## src/rtl/axil_tg_pkg.sv

```systemverilog
package axil_tg_pkg;

   typedef enum logic [1:0] {
      SEQ_IDLE,
      SEQ_LAUNCH,
      SEQ_WAIT,
      SEQ_DONE
   } seq_state_e;

   localparam logic [1:0] RESP_OKAY = 2'b00;

   // 32-bit data word for pair index p
   function automatic logic [31:0] tg_word(input logic [31:0] p);
      if (p == 32'd0) return 32'h0123_4567;
      if (p == 32'd1) return 32'h89AB_CDEF;
      return (p * 32'h1111_1111) ^ 32'hA5A5_A5A5;
   endfunction

   // pairs with index 3 mod 4 write only the even byte lanes
   function automatic logic tg_partial(input logic [31:0] p);
      return p[1:0] == 2'b11;
   endfunction

endpackage

```

## src/rtl/axil_tg_table.sv

```systemverilog
module axil_tg_table
   import axil_tg_pkg::*;
#(
   parameter int                ADDR_W    = 32,
   parameter int                DATA_W    = 32,
   parameter int                IDX_W     = 4,
   parameter logic [ADDR_W-1:0] BASE_ADDR = '0,
   parameter int unsigned       STRIDE    = 16
) (
   input  logic [IDX_W-1:0]    idx,
   output logic                is_read,
   output logic [ADDR_W-1:0]   addr,
   output logic [DATA_W-1:0]   data,
   output logic [DATA_W/8-1:0] strb
);
   localparam int STRB_W = DATA_W / 8;
   localparam int REPL   = DATA_W / 32;

   logic [IDX_W-1:0]  pair;
   logic [31:0]       word;
   logic [STRB_W-1:0] even_lanes;

   assign pair    = idx >> 1;
   assign is_read = idx[0];
   assign word    = tg_word(32'(pair));
   assign addr    = BASE_ADDR + ADDR_W'(pair) * ADDR_W'(STRIDE);
   assign data    = {REPL{word}};

   for (genvar b = 0; b < STRB_W; b++) begin : g_lane
      assign even_lanes[b] = (b % 2 == 0);
   end

   assign strb = tg_partial(32'(pair)) ? even_lanes : '1;

endmodule

```

## src/rtl/axil_tg_port.sv

```systemverilog
module axil_tg_port
   import axil_tg_pkg::*;
#(
   parameter int ADDR_W = 32,
   parameter int DATA_W = 32
) (
   input  logic                clk,
   input  logic                rst_n,
   input  logic                go,
   input  logic                go_read,
   input  logic [ADDR_W-1:0]   go_addr,
   input  logic [DATA_W-1:0]   go_data,
   input  logic [DATA_W/8-1:0] go_strb,
   output logic                cmp_valid,
   output logic                cmp_err,
   output logic [DATA_W-1:0]   cmp_data,
   output logic [ADDR_W-1:0]   m_awaddr,
   output logic                m_awvalid,
   input  logic                m_awready,
   output logic [DATA_W-1:0]   m_wdata,
   output logic [DATA_W/8-1:0] m_wstrb,
   output logic                m_wvalid,
   input  logic                m_wready,
   input  logic [1:0]          m_bresp,
   input  logic                m_bvalid,
   output logic                m_bready,
   output logic [ADDR_W-1:0]   m_araddr,
   output logic                m_arvalid,
   input  logic                m_arready,
   input  logic [DATA_W-1:0]   m_rdata,
   input  logic [1:0]          m_rresp,
   input  logic                m_rvalid,
   output logic                m_rready
);

   always_ff @(posedge clk) begin
      if (!rst_n) begin
         m_awvalid <= 1'b0;
         m_wvalid  <= 1'b0;
         m_bready  <= 1'b0;
         m_arvalid <= 1'b0;
         m_rready  <= 1'b0;
         m_awaddr  <= '0;
         m_araddr  <= '0;
         m_wdata   <= '0;
         m_wstrb   <= '0;
         cmp_valid <= 1'b0;
         cmp_err   <= 1'b0;
         cmp_data  <= '0;
      end else begin
         cmp_valid <= 1'b0;
         if (go && !go_read) begin
            m_awvalid <= 1'b1;
            m_wvalid  <= 1'b1;
            m_bready  <= 1'b1;
            m_awaddr  <= go_addr;
            m_wdata   <= go_data;
            m_wstrb   <= go_strb;
         end
         if (go && go_read) begin
            m_arvalid <= 1'b1;
            m_rready  <= 1'b1;
            m_araddr  <= go_addr;
         end
         if (m_awvalid && m_awready) m_awvalid <= 1'b0;
         if (m_wvalid && m_wready)   m_wvalid  <= 1'b0;
         if (m_arvalid && m_arready) m_arvalid <= 1'b0;
         if (m_bready && m_bvalid) begin
            m_bready  <= 1'b0;
            cmp_valid <= 1'b1;
            cmp_err   <= (m_bresp != RESP_OKAY);
         end
         if (m_rready && m_rvalid) begin
            m_rready  <= 1'b0;
            cmp_valid <= 1'b1;
            cmp_err   <= (m_rresp != RESP_OKAY);
            cmp_data  <= m_rdata;
         end
      end
   end

   AST_AW_HOLD: assert property (@(posedge clk) disable iff (!rst_n)
      (m_awvalid && !m_awready) |=> (m_awvalid && $stable(m_awaddr)));
   AST_W_HOLD: assert property (@(posedge clk) disable iff (!rst_n)
      (m_wvalid && !m_wready) |=> (m_wvalid && $stable(m_wdata) && $stable(m_wstrb)));
   AST_AR_HOLD: assert property (@(posedge clk) disable iff (!rst_n)
      (m_arvalid && !m_arready) |=> (m_arvalid && $stable(m_araddr)));
   AST_ONE_IN_FLIGHT: assert property (@(posedge clk) disable iff (!rst_n)
      (m_awvalid || m_wvalid || m_bready) |-> !(m_arvalid || m_rready));

endmodule

```

## src/rtl/axil_tg_check.sv

```systemverilog
module axil_tg_check #(
   parameter int DATA_W = 32,
   parameter int ERR_W  = 8
) (
   input  logic                clk,
   input  logic                rst_n,
   input  logic                cmp_valid,
   input  logic                cmp_read,
   input  logic                cmp_err,
   input  logic [DATA_W-1:0]   rd_data,
   input  logic [DATA_W-1:0]   exp_data,
   input  logic [DATA_W/8-1:0] exp_strb,
   output logic [ERR_W-1:0]    err_count,
   output logic                fail
);
   localparam int STRB_W = DATA_W / 8;

   logic [STRB_W-1:0] lane_bad;
   logic              hit;

   for (genvar b = 0; b < STRB_W; b++) begin : g_cmp
      assign lane_bad[b] = exp_strb[b] && (rd_data[8*b +: 8] != exp_data[8*b +: 8]);
   end

   assign hit = cmp_valid && (cmp_err || (cmp_read && (|lane_bad)));

   always_ff @(posedge clk) begin
      if (!rst_n) begin
         err_count <= '0;
         fail      <= 1'b0;
      end else if (hit) begin
         fail <= 1'b1;
         if (err_count != '1) err_count <= err_count + 1'b1;
      end
   end

   AST_ERR_NO_DROP: assert property (@(posedge clk) disable iff (!rst_n)
      err_count >= $past(err_count));
   AST_ERR_STEP: assert property (@(posedge clk) disable iff (!rst_n)
      (err_count - $past(err_count)) <= ERR_W'(1));
   AST_FAIL_STICKY: assert property (@(posedge clk) disable iff (!rst_n)
      $past(fail) |-> fail);
   AST_FAIL_TRACKS_COUNT: assert property (@(posedge clk) disable iff (!rst_n)
      fail == (err_count != '0));

endmodule

```

## src/rtl/axil_traffic_gen.sv

```systemverilog
module axil_traffic_gen
   import axil_tg_pkg::*;
#(
   parameter int                ADDR_W    = 32,
   parameter int                DATA_W    = 32,
   parameter int                NUM_PAIRS = 8,
   parameter logic [ADDR_W-1:0] BASE_ADDR = '0,
   parameter int unsigned       STRIDE    = 16,
   parameter int                ERR_W     = 8
) (
   input  logic                clk,
   input  logic                rst_n,
   input  logic                start,
   output logic [ADDR_W-1:0]   m_awaddr,
   output logic [2:0]          m_awprot,
   output logic                m_awvalid,
   input  logic                m_awready,
   output logic [DATA_W-1:0]   m_wdata,
   output logic [DATA_W/8-1:0] m_wstrb,
   output logic                m_wvalid,
   input  logic                m_wready,
   input  logic [1:0]          m_bresp,
   input  logic                m_bvalid,
   output logic                m_bready,
   output logic [ADDR_W-1:0]   m_araddr,
   output logic [2:0]          m_arprot,
   output logic                m_arvalid,
   input  logic                m_arready,
   input  logic [DATA_W-1:0]   m_rdata,
   input  logic [1:0]          m_rresp,
   input  logic                m_rvalid,
   output logic                m_rready,
   output logic                done,
   output logic                pass,
   output logic                fail,
   output logic [ERR_W-1:0]    err_count
);
   localparam int             NUM_TX = 2 * NUM_PAIRS;
   localparam int             IDX_W  = (NUM_TX > 2) ? $clog2(NUM_TX) : 1;
   localparam int             STRB_W = DATA_W / 8;
   localparam logic [IDX_W-1:0] LAST = IDX_W'(NUM_TX - 1);

   if (DATA_W < 32 || DATA_W % 32 != 0) begin : g_bad_width
      $error("DATA_W must be a multiple of 32");
   end
   if (NUM_PAIRS < 1) begin : g_bad_pairs
      $error("NUM_PAIRS must be at least 1");
   end
   if (STRIDE < STRB_W) begin : g_bad_stride
      $error("STRIDE must cover one data word");
   end
   if (ERR_W < 1) begin : g_bad_err
      $error("ERR_W must be at least 1");
   end

   seq_state_e        state;
   logic [IDX_W-1:0]  idx;
   logic              ent_read;
   logic [ADDR_W-1:0] ent_addr;
   logic [DATA_W-1:0] ent_data;
   logic [STRB_W-1:0] ent_strb;
   logic              cmp_valid;
   logic              cmp_err;
   logic [DATA_W-1:0] cmp_data;

   always_ff @(posedge clk) begin
      if (!rst_n) begin
         state <= SEQ_IDLE;
         idx   <= '0;
      end else begin
         case (state)
            SEQ_IDLE:   if (start) state <= SEQ_LAUNCH;
            SEQ_LAUNCH: state <= SEQ_WAIT;
            SEQ_WAIT: if (cmp_valid) begin
               if (idx == LAST) state <= SEQ_DONE;
               else begin
                  idx   <= idx + 1'b1;
                  state <= SEQ_LAUNCH;
               end
            end
            default:    state <= SEQ_DONE;
         endcase
      end
   end

   axil_tg_table #(
      .ADDR_W(ADDR_W), .DATA_W(DATA_W), .IDX_W(IDX_W),
      .BASE_ADDR(BASE_ADDR), .STRIDE(STRIDE)
   ) table_i (
      .idx(idx), .is_read(ent_read), .addr(ent_addr),
      .data(ent_data), .strb(ent_strb)
   );

   axil_tg_port #(.ADDR_W(ADDR_W), .DATA_W(DATA_W)) port_i (
      .clk(clk), .rst_n(rst_n),
      .go(state == SEQ_LAUNCH), .go_read(ent_read), .go_addr(ent_addr),
      .go_data(ent_data), .go_strb(ent_strb),
      .cmp_valid(cmp_valid), .cmp_err(cmp_err), .cmp_data(cmp_data),
      .m_awaddr(m_awaddr), .m_awvalid(m_awvalid), .m_awready(m_awready),
      .m_wdata(m_wdata), .m_wstrb(m_wstrb), .m_wvalid(m_wvalid), .m_wready(m_wready),
      .m_bresp(m_bresp), .m_bvalid(m_bvalid), .m_bready(m_bready),
      .m_araddr(m_araddr), .m_arvalid(m_arvalid), .m_arready(m_arready),
      .m_rdata(m_rdata), .m_rresp(m_rresp), .m_rvalid(m_rvalid), .m_rready(m_rready)
   );

   axil_tg_check #(.DATA_W(DATA_W), .ERR_W(ERR_W)) check_i (
      .clk(clk), .rst_n(rst_n),
      .cmp_valid(cmp_valid), .cmp_read(ent_read), .cmp_err(cmp_err),
      .rd_data(cmp_data), .exp_data(ent_data), .exp_strb(ent_strb),
      .err_count(err_count), .fail(fail)
   );

   assign m_awprot = 3'b000;
   assign m_arprot = 3'b000;
   assign done     = (state == SEQ_DONE);
   assign pass     = done && !fail;

   AST_IDLE_QUIET: assert property (@(posedge clk) disable iff (!rst_n)
      (state == SEQ_IDLE) |-> !(m_awvalid || m_wvalid || m_arvalid));
   AST_DONE_HOLDS: assert property (@(posedge clk) disable iff (!rst_n)
      $past(done) |-> done);
   AST_DONE_QUIET: assert property (@(posedge clk) disable iff (!rst_n)
      done |-> !(m_awvalid || m_wvalid || m_arvalid || m_bready || m_rready));

endmodule

```

## config.mk

```make
export PLATFORM = sky130hd
export DESIGN_NAME = axil_traffic_gen
export DESIGN_NICKNAME = d
export VERILOG_FILES = /design/src/rtl/axil_tg_pkg.sv /design/src/rtl/axil_tg_table.sv /design/src/rtl/axil_tg_port.sv /design/src/rtl/axil_tg_check.sv /design/src/rtl/axil_traffic_gen.sv
export SDC_FILE = /design/constraint.sdc
export NUM_CORES = 1
export LEC_CHECK = 0
export CORE_ASPECT_RATIO = 0.9
export CORE_UTILIZATION = 25
export CTS_BUF_LIST = sky130_fd_sc_hd__clkbuf_16
export DETAILED_ROUTE_END_ITERATION = 8
export PLACE_DENSITY_LB_ADDON = 0.15
export SYNTH_ARGS = -nofsm -noshare
export SYNTH_HDL_FRONTEND = slang
export SYNTH_HIERARCHICAL = 1
export SYNTH_SLANG_ARGS = --single-unit
```

## constraint.sdc

```tcl
create_clock -name clk -period 2.7 [get_ports clk]
set_clock_uncertainty 0.05 [all_clocks]
set_input_delay 0.54 -clock clk [delete_from_list [all_inputs] [get_ports clk]]
set_output_delay 0.54 -clock clk [all_outputs]
set_load 0.01 [all_outputs]
```

==> results of run 1 <==
-- state kept, by name (all words and copies together) (netlist names), 2 cells and up --
signal,count
port_i/m_wdata,32
port_i/m_wstrb,4
idx,4
check_i/err_count,8
port_i/cmp_data,32
port_i/m_araddr,32
state,2
port_i/m_awaddr,32
-- metrics by stage --
| step | total power [uW] | std cells |
|---|---|---|
| finish | 5430 | 1301 |
| CTS | 5520 | 1299 |
| detailed placement | 2950 | 1267 |
| floorplan | 2730 | 842 |
| global route | 5690 | 1301 |
| global placement | 2950 | 1267 |
-- where the power goes --
group | internal, uW | total (uW) | switching, uW | leakage [uW]
clock | 1480 | 2540 | 1060 | 0.000292
sequential | 2330 | 2370 | 38.5 | 0.00125
combinational | 258 | 515 | 256 | 0.00158
-- kinds of logic after synthesis --
| group | after synthesis | synth area share (%) |
|---|---|---|
| AOI/OAI and AO/OA | 169 | 19.4 |
| and+or+nand+nor | 317 | 19.0 |
| other | 3 | 0.163 |
| DFF | 154 | 44.5 |
| adders and majority gates | 2 | 0.361 |
| buffers and inverters | 124 | 11.6 |
| xor gates and xnor gates | 33 | 4.17 |
| muxes | 6 | 0.867 |
-- layout make-up --
class	count	area, um^2	area share [%]
tap	354	443	4.81
multi-input combinational	565	3210	34.8
clock inverter	15	188	2.04
timing repair buffer	185	1820	19.8
sequential	154	3080	33.5
inverter	11	41.3	0.448
clock buffer	17	425	4.62
-- per-layer routing --
metal / GRT usage (%) / share of wire (%) / vias up
met1: 20.1 / 50 / 2552
met4: 3.61 / 0.97 / 2
met5: 0 / 0.088 / -
li1: - / - / 2802
met2: 20.6 / 43 / 115
met3: 3.93 / 5.7 / 14
-- timing repair --
item | in CTS | in global routing
endpoints found under the setup margin | 2 | 5
gates resized for setup | 1 | 0
pin swaps | 0 | 2
buffers inserted | 0 | 1
hold buffers | 0 | 0
gates cloned | 0 | 1
-- cell usage in the layout, fill, tap and decap left out, types with 3 or more instances in the layout --
| cell type | count |
|---|---|
| sky130_fd_sc_hd__nand4_1 | 8 |
| sky130_fd_sc_hd__clkdlybuf4s50_1 | 158 |
| sky130_fd_sc_hd__buf_4 | 24 |
| sky130_fd_sc_hd__o21a_1 | 3 |
| sky130_fd_sc_hd__o21ai_0 | 5 |
| sky130_fd_sc_hd__inv_1 | 11 |
| sky130_fd_sc_hd__xnor2_1 | 33 |
| sky130_fd_sc_hd__nand2b_1 | 3 |
| sky130_fd_sc_hd__o31ai_1 | 4 |
| sky130_fd_sc_hd__bufinv_16 | 3 |
| sky130_fd_sc_hd__conb_1 | 37 |
| sky130_fd_sc_hd__a21boi_0 | 38 |
| sky130_fd_sc_hd__o21ai_1 | 5 |
| sky130_fd_sc_hd__nand2_1 | 271 |
| sky130_fd_sc_hd__nand3_1 | 5 |
| sky130_fd_sc_hd__a21boi_2 | 20 |
| sky130_fd_sc_hd__a21oi_1 | 6 |
| sky130_fd_sc_hd__inv_6 | 4 |
| sky130_fd_sc_hd__clkbuf_16 | 17 |
| sky130_fd_sc_hd__a21boi_1 | 79 |
| sky130_fd_sc_hd__clkinvlp_4 | 3 |
| sky130_fd_sc_hd__nor2b_1 | 3 |
| sky130_fd_sc_hd__mux2i_1 | 6 |
| sky130_fd_sc_hd__and2_1 | 8 |
| sky130_fd_sc_hd__dfxtp_1 | 154 |
| sky130_fd_sc_hd__or4_1 | 4 |
| sky130_fd_sc_hd__buf_12 | 3 |
-- synth_stat cells, drive strengths merged, types with 2 or more instances --
| cell | number |
|---|---|
| o21ai | 10 |
| ha | 2 |
| a21boi | 137 |
| xnor2 | 33 |
| o31ai | 4 |
| nand2 | 271 |
| or4 | 4 |
| inv | 11 |
| conb | 3 |
| clkbuf | 18 |
| nand2b | 4 |
| or3 | 3 |
| o21a | 3 |
| nor2 | 2 |
| mux2i | 6 |
| o41ai | 2 |
| buf | 95 |
| nor2b | 4 |
| nand4 | 8 |
| and2 | 8 |
| dfxtp | 154 |
| nor3b | 2 |
| nand3 | 5 |
| a21oi | 6 |
-- worst paths after layout --
check / slack, ns / cells past startpoint / end
max: 0.20 / 11 / check_i/err_count[7]
min: 0.40 / 2 / port_i/m_wdata[23]
max reg2reg: 0.20 / 11 / check_i/err_count[7]
min reg2reg: 0.40 / 2 / port_i/m_wdata[23]
-- worst max-delay path, stage by stage (launching register included) --
cell,delay [ns]
sky130_fd_sc_hd__dfxtp_1,0.33
sky130_fd_sc_hd__buf_4,0.18
sky130_fd_sc_hd__nor3b_2,0.18
sky130_fd_sc_hd__buf_4,0.21
sky130_fd_sc_hd__xnor2_1,0.09
sky130_fd_sc_hd__nand4_1,0.10
sky130_fd_sc_hd__o21ai_0,0.14
sky130_fd_sc_hd__a41oi_2,0.18
sky130_fd_sc_hd__buf_4,0.17
sky130_fd_sc_hd__o221ai_2,0.15
sky130_fd_sc_hd__or4_1,0.49
sky130_fd_sc_hd__a21boi_1,0.15
==> summary.md, run 1 <==
| Metric | Value |
|---|---|
| Sequential share of the synthesized area | `44.5%` |
| Number of violations reported at the end of detailed-routing iteration 0 | `294` |
| Final-layout fill cell count | `2881` |
| Top post-synthesis cells by area | `sky130_fd_sc_hd__dfxtp_1 (45%), sky130_fd_sc_hd__nand2_1 (15%), sky130_fd_sc_hd__a21boi_1 (8.6%)` |
| Pre-CTS setup slack | `0.00494 ns` |
| Shortest clock period the worst path allows after layout | `2.50 ns` |
| Number of register bits inferred by synthesis | `154` |
| Total GRT Usage | `14.1%` |
| Initial antenna violation count | `1` |
| Count of warnings emitted by yosys | `6` |
| Core Footprint | `27100 um^2` |
| Die Area | `28400 um^2` |
| Port Buffers | `159` |
| Via Count | `5485` |
| Peak fanout along the critical path | `12` |
| Worst-skew pair later-pin latency | `0.42 ns` |
| Post-synth EDFFs | `0` |
| Max-slew violation total from the final report | `0` |
| Count of pins on the block boundary | `166` |
| Clock tree from TritonCTS | `built` |
| Worst slack on hold paths | `0.402 ns` |
| Type of origin of the critical path | `flop` |
| Beginning of the critical path | `idx[2]` |
| Largest net degree at the start of global routing | `56` |
| Total routed wirelength | `19300 um` |
| Combined area of all synthesized cells | `6930 um^2` |
| Distinct cell type count after synthesis | `46` |
| ANT cells | `0` |
| Crit path DAT | `2.81 ns` |
| Clock net sink count | `154` |
| Antenna viol nets, final | `0` |
| Accumulated negative setup slack | `0 ns` |
| Max-cap viol count | `0` |
| Sum of net half-perimeters after detailed placement | `13200 um` |
| Worst Max-Slew Pin Slew | `0.562 ns` |
| Via density | `4.22` |
| Outcome | `complete, no violations` |
| Hold path startpoint | `port_i/m_wdata[23]` |
| Starting density of the core | `25.6%` |
| Post-synthesis cell count | `808` |
| First-pass GRT wire length | `30800 um` |
| TritonCTS buffer count | `17` |
| Number of global-route vias before repair | `5467` |
| Peak supply drop | `336 uV` |
| Fraction of final layout cells sized beyond drive strength 1 | `8.98%` |
| Final Util | `34.0%` |
| Tightest slew margin relative to the limit | `62.4%` |
| Final nets | `980` |
| Routed wire length per instance | `14.8 um` |
| Final Cycle Share | `92.8%` |
| Nature of the critical path endpoint | `flop` |
| Maximum number of buffers from clock root to sink | `2` |
| Site Rows | `57` |
| Type of the tightest min-delay check | `flop to flop` |
| Cell accounting for the most synthesized area | `sky130_fd_sc_hd__dfxtp_1` |
| Leakage power figure | `0.00311 uW` |
| Clock Tree Root | `sky130_fd_sc_hd__clkbuf_16` |
| Setup slack after layout | `0.195 ns` |
| Number of hold violations in the final report | `0` |
| Fraction of registers with async set/reset | `0%` |
| Width of the die | `177 um` |
| Clock transition at the registers of the reported paths | `0.07 ns` |
| Post-Layout Inst Area | `9210 um^2` |
| Finish-stage setup viols | `0` |
| Critical path class | `flop to flop` |
| Primary FF master, synth | `sky130_fd_sc_hd__dfxtp_1` |
| Placed cell areas | `8570 um^2` |
| Power per standard cell area | `590 nW/um^2` |
| DRC Markers | `0` |
| Maximum clock frequency | `0.399 GHz` |
| Worst Path Required | `3.00 ns` |
| Detailed Routing Iterations Pass 1 | `6` |
| H-tree levels | `4` |
| Area Overhead vs Synth | `32.9%` |
| Vertical die dimension | `160 um` |
| Gpl congestion | `0.760` |
| Mean instance size in the synthesized netlist | `8.57 um^2` |
| Top-area cell type share of the netlist area | `44.5%` |
| Worst r2r src | `idx[2]` |
| Global route total overflow | `0` |
(Power assumes the default switching activity.)
==> run 2, diff against run 1 <==
--- a/config.mk
+++ b/config.mk
@@ -8,9 +8,11 @@
 export CORE_ASPECT_RATIO = 0.9
 export CORE_UTILIZATION = 25
 export CTS_BUF_LIST = sky130_fd_sc_hd__clkbuf_16
+export CTS_CLUSTER_SIZE = 28
 export DETAILED_ROUTE_END_ITERATION = 8
 export PLACE_DENSITY_LB_ADDON = 0.15
 export SYNTH_ARGS = -nofsm -noshare
 export SYNTH_HDL_FRONTEND = slang
 export SYNTH_HIERARCHICAL = 1
 export SYNTH_SLANG_ARGS = --single-unit
+export TNS_END_PERCENT = 100
==> results of run 2 <==
Same layout as run 1: the final DEF is identical, and so are final timing and power.
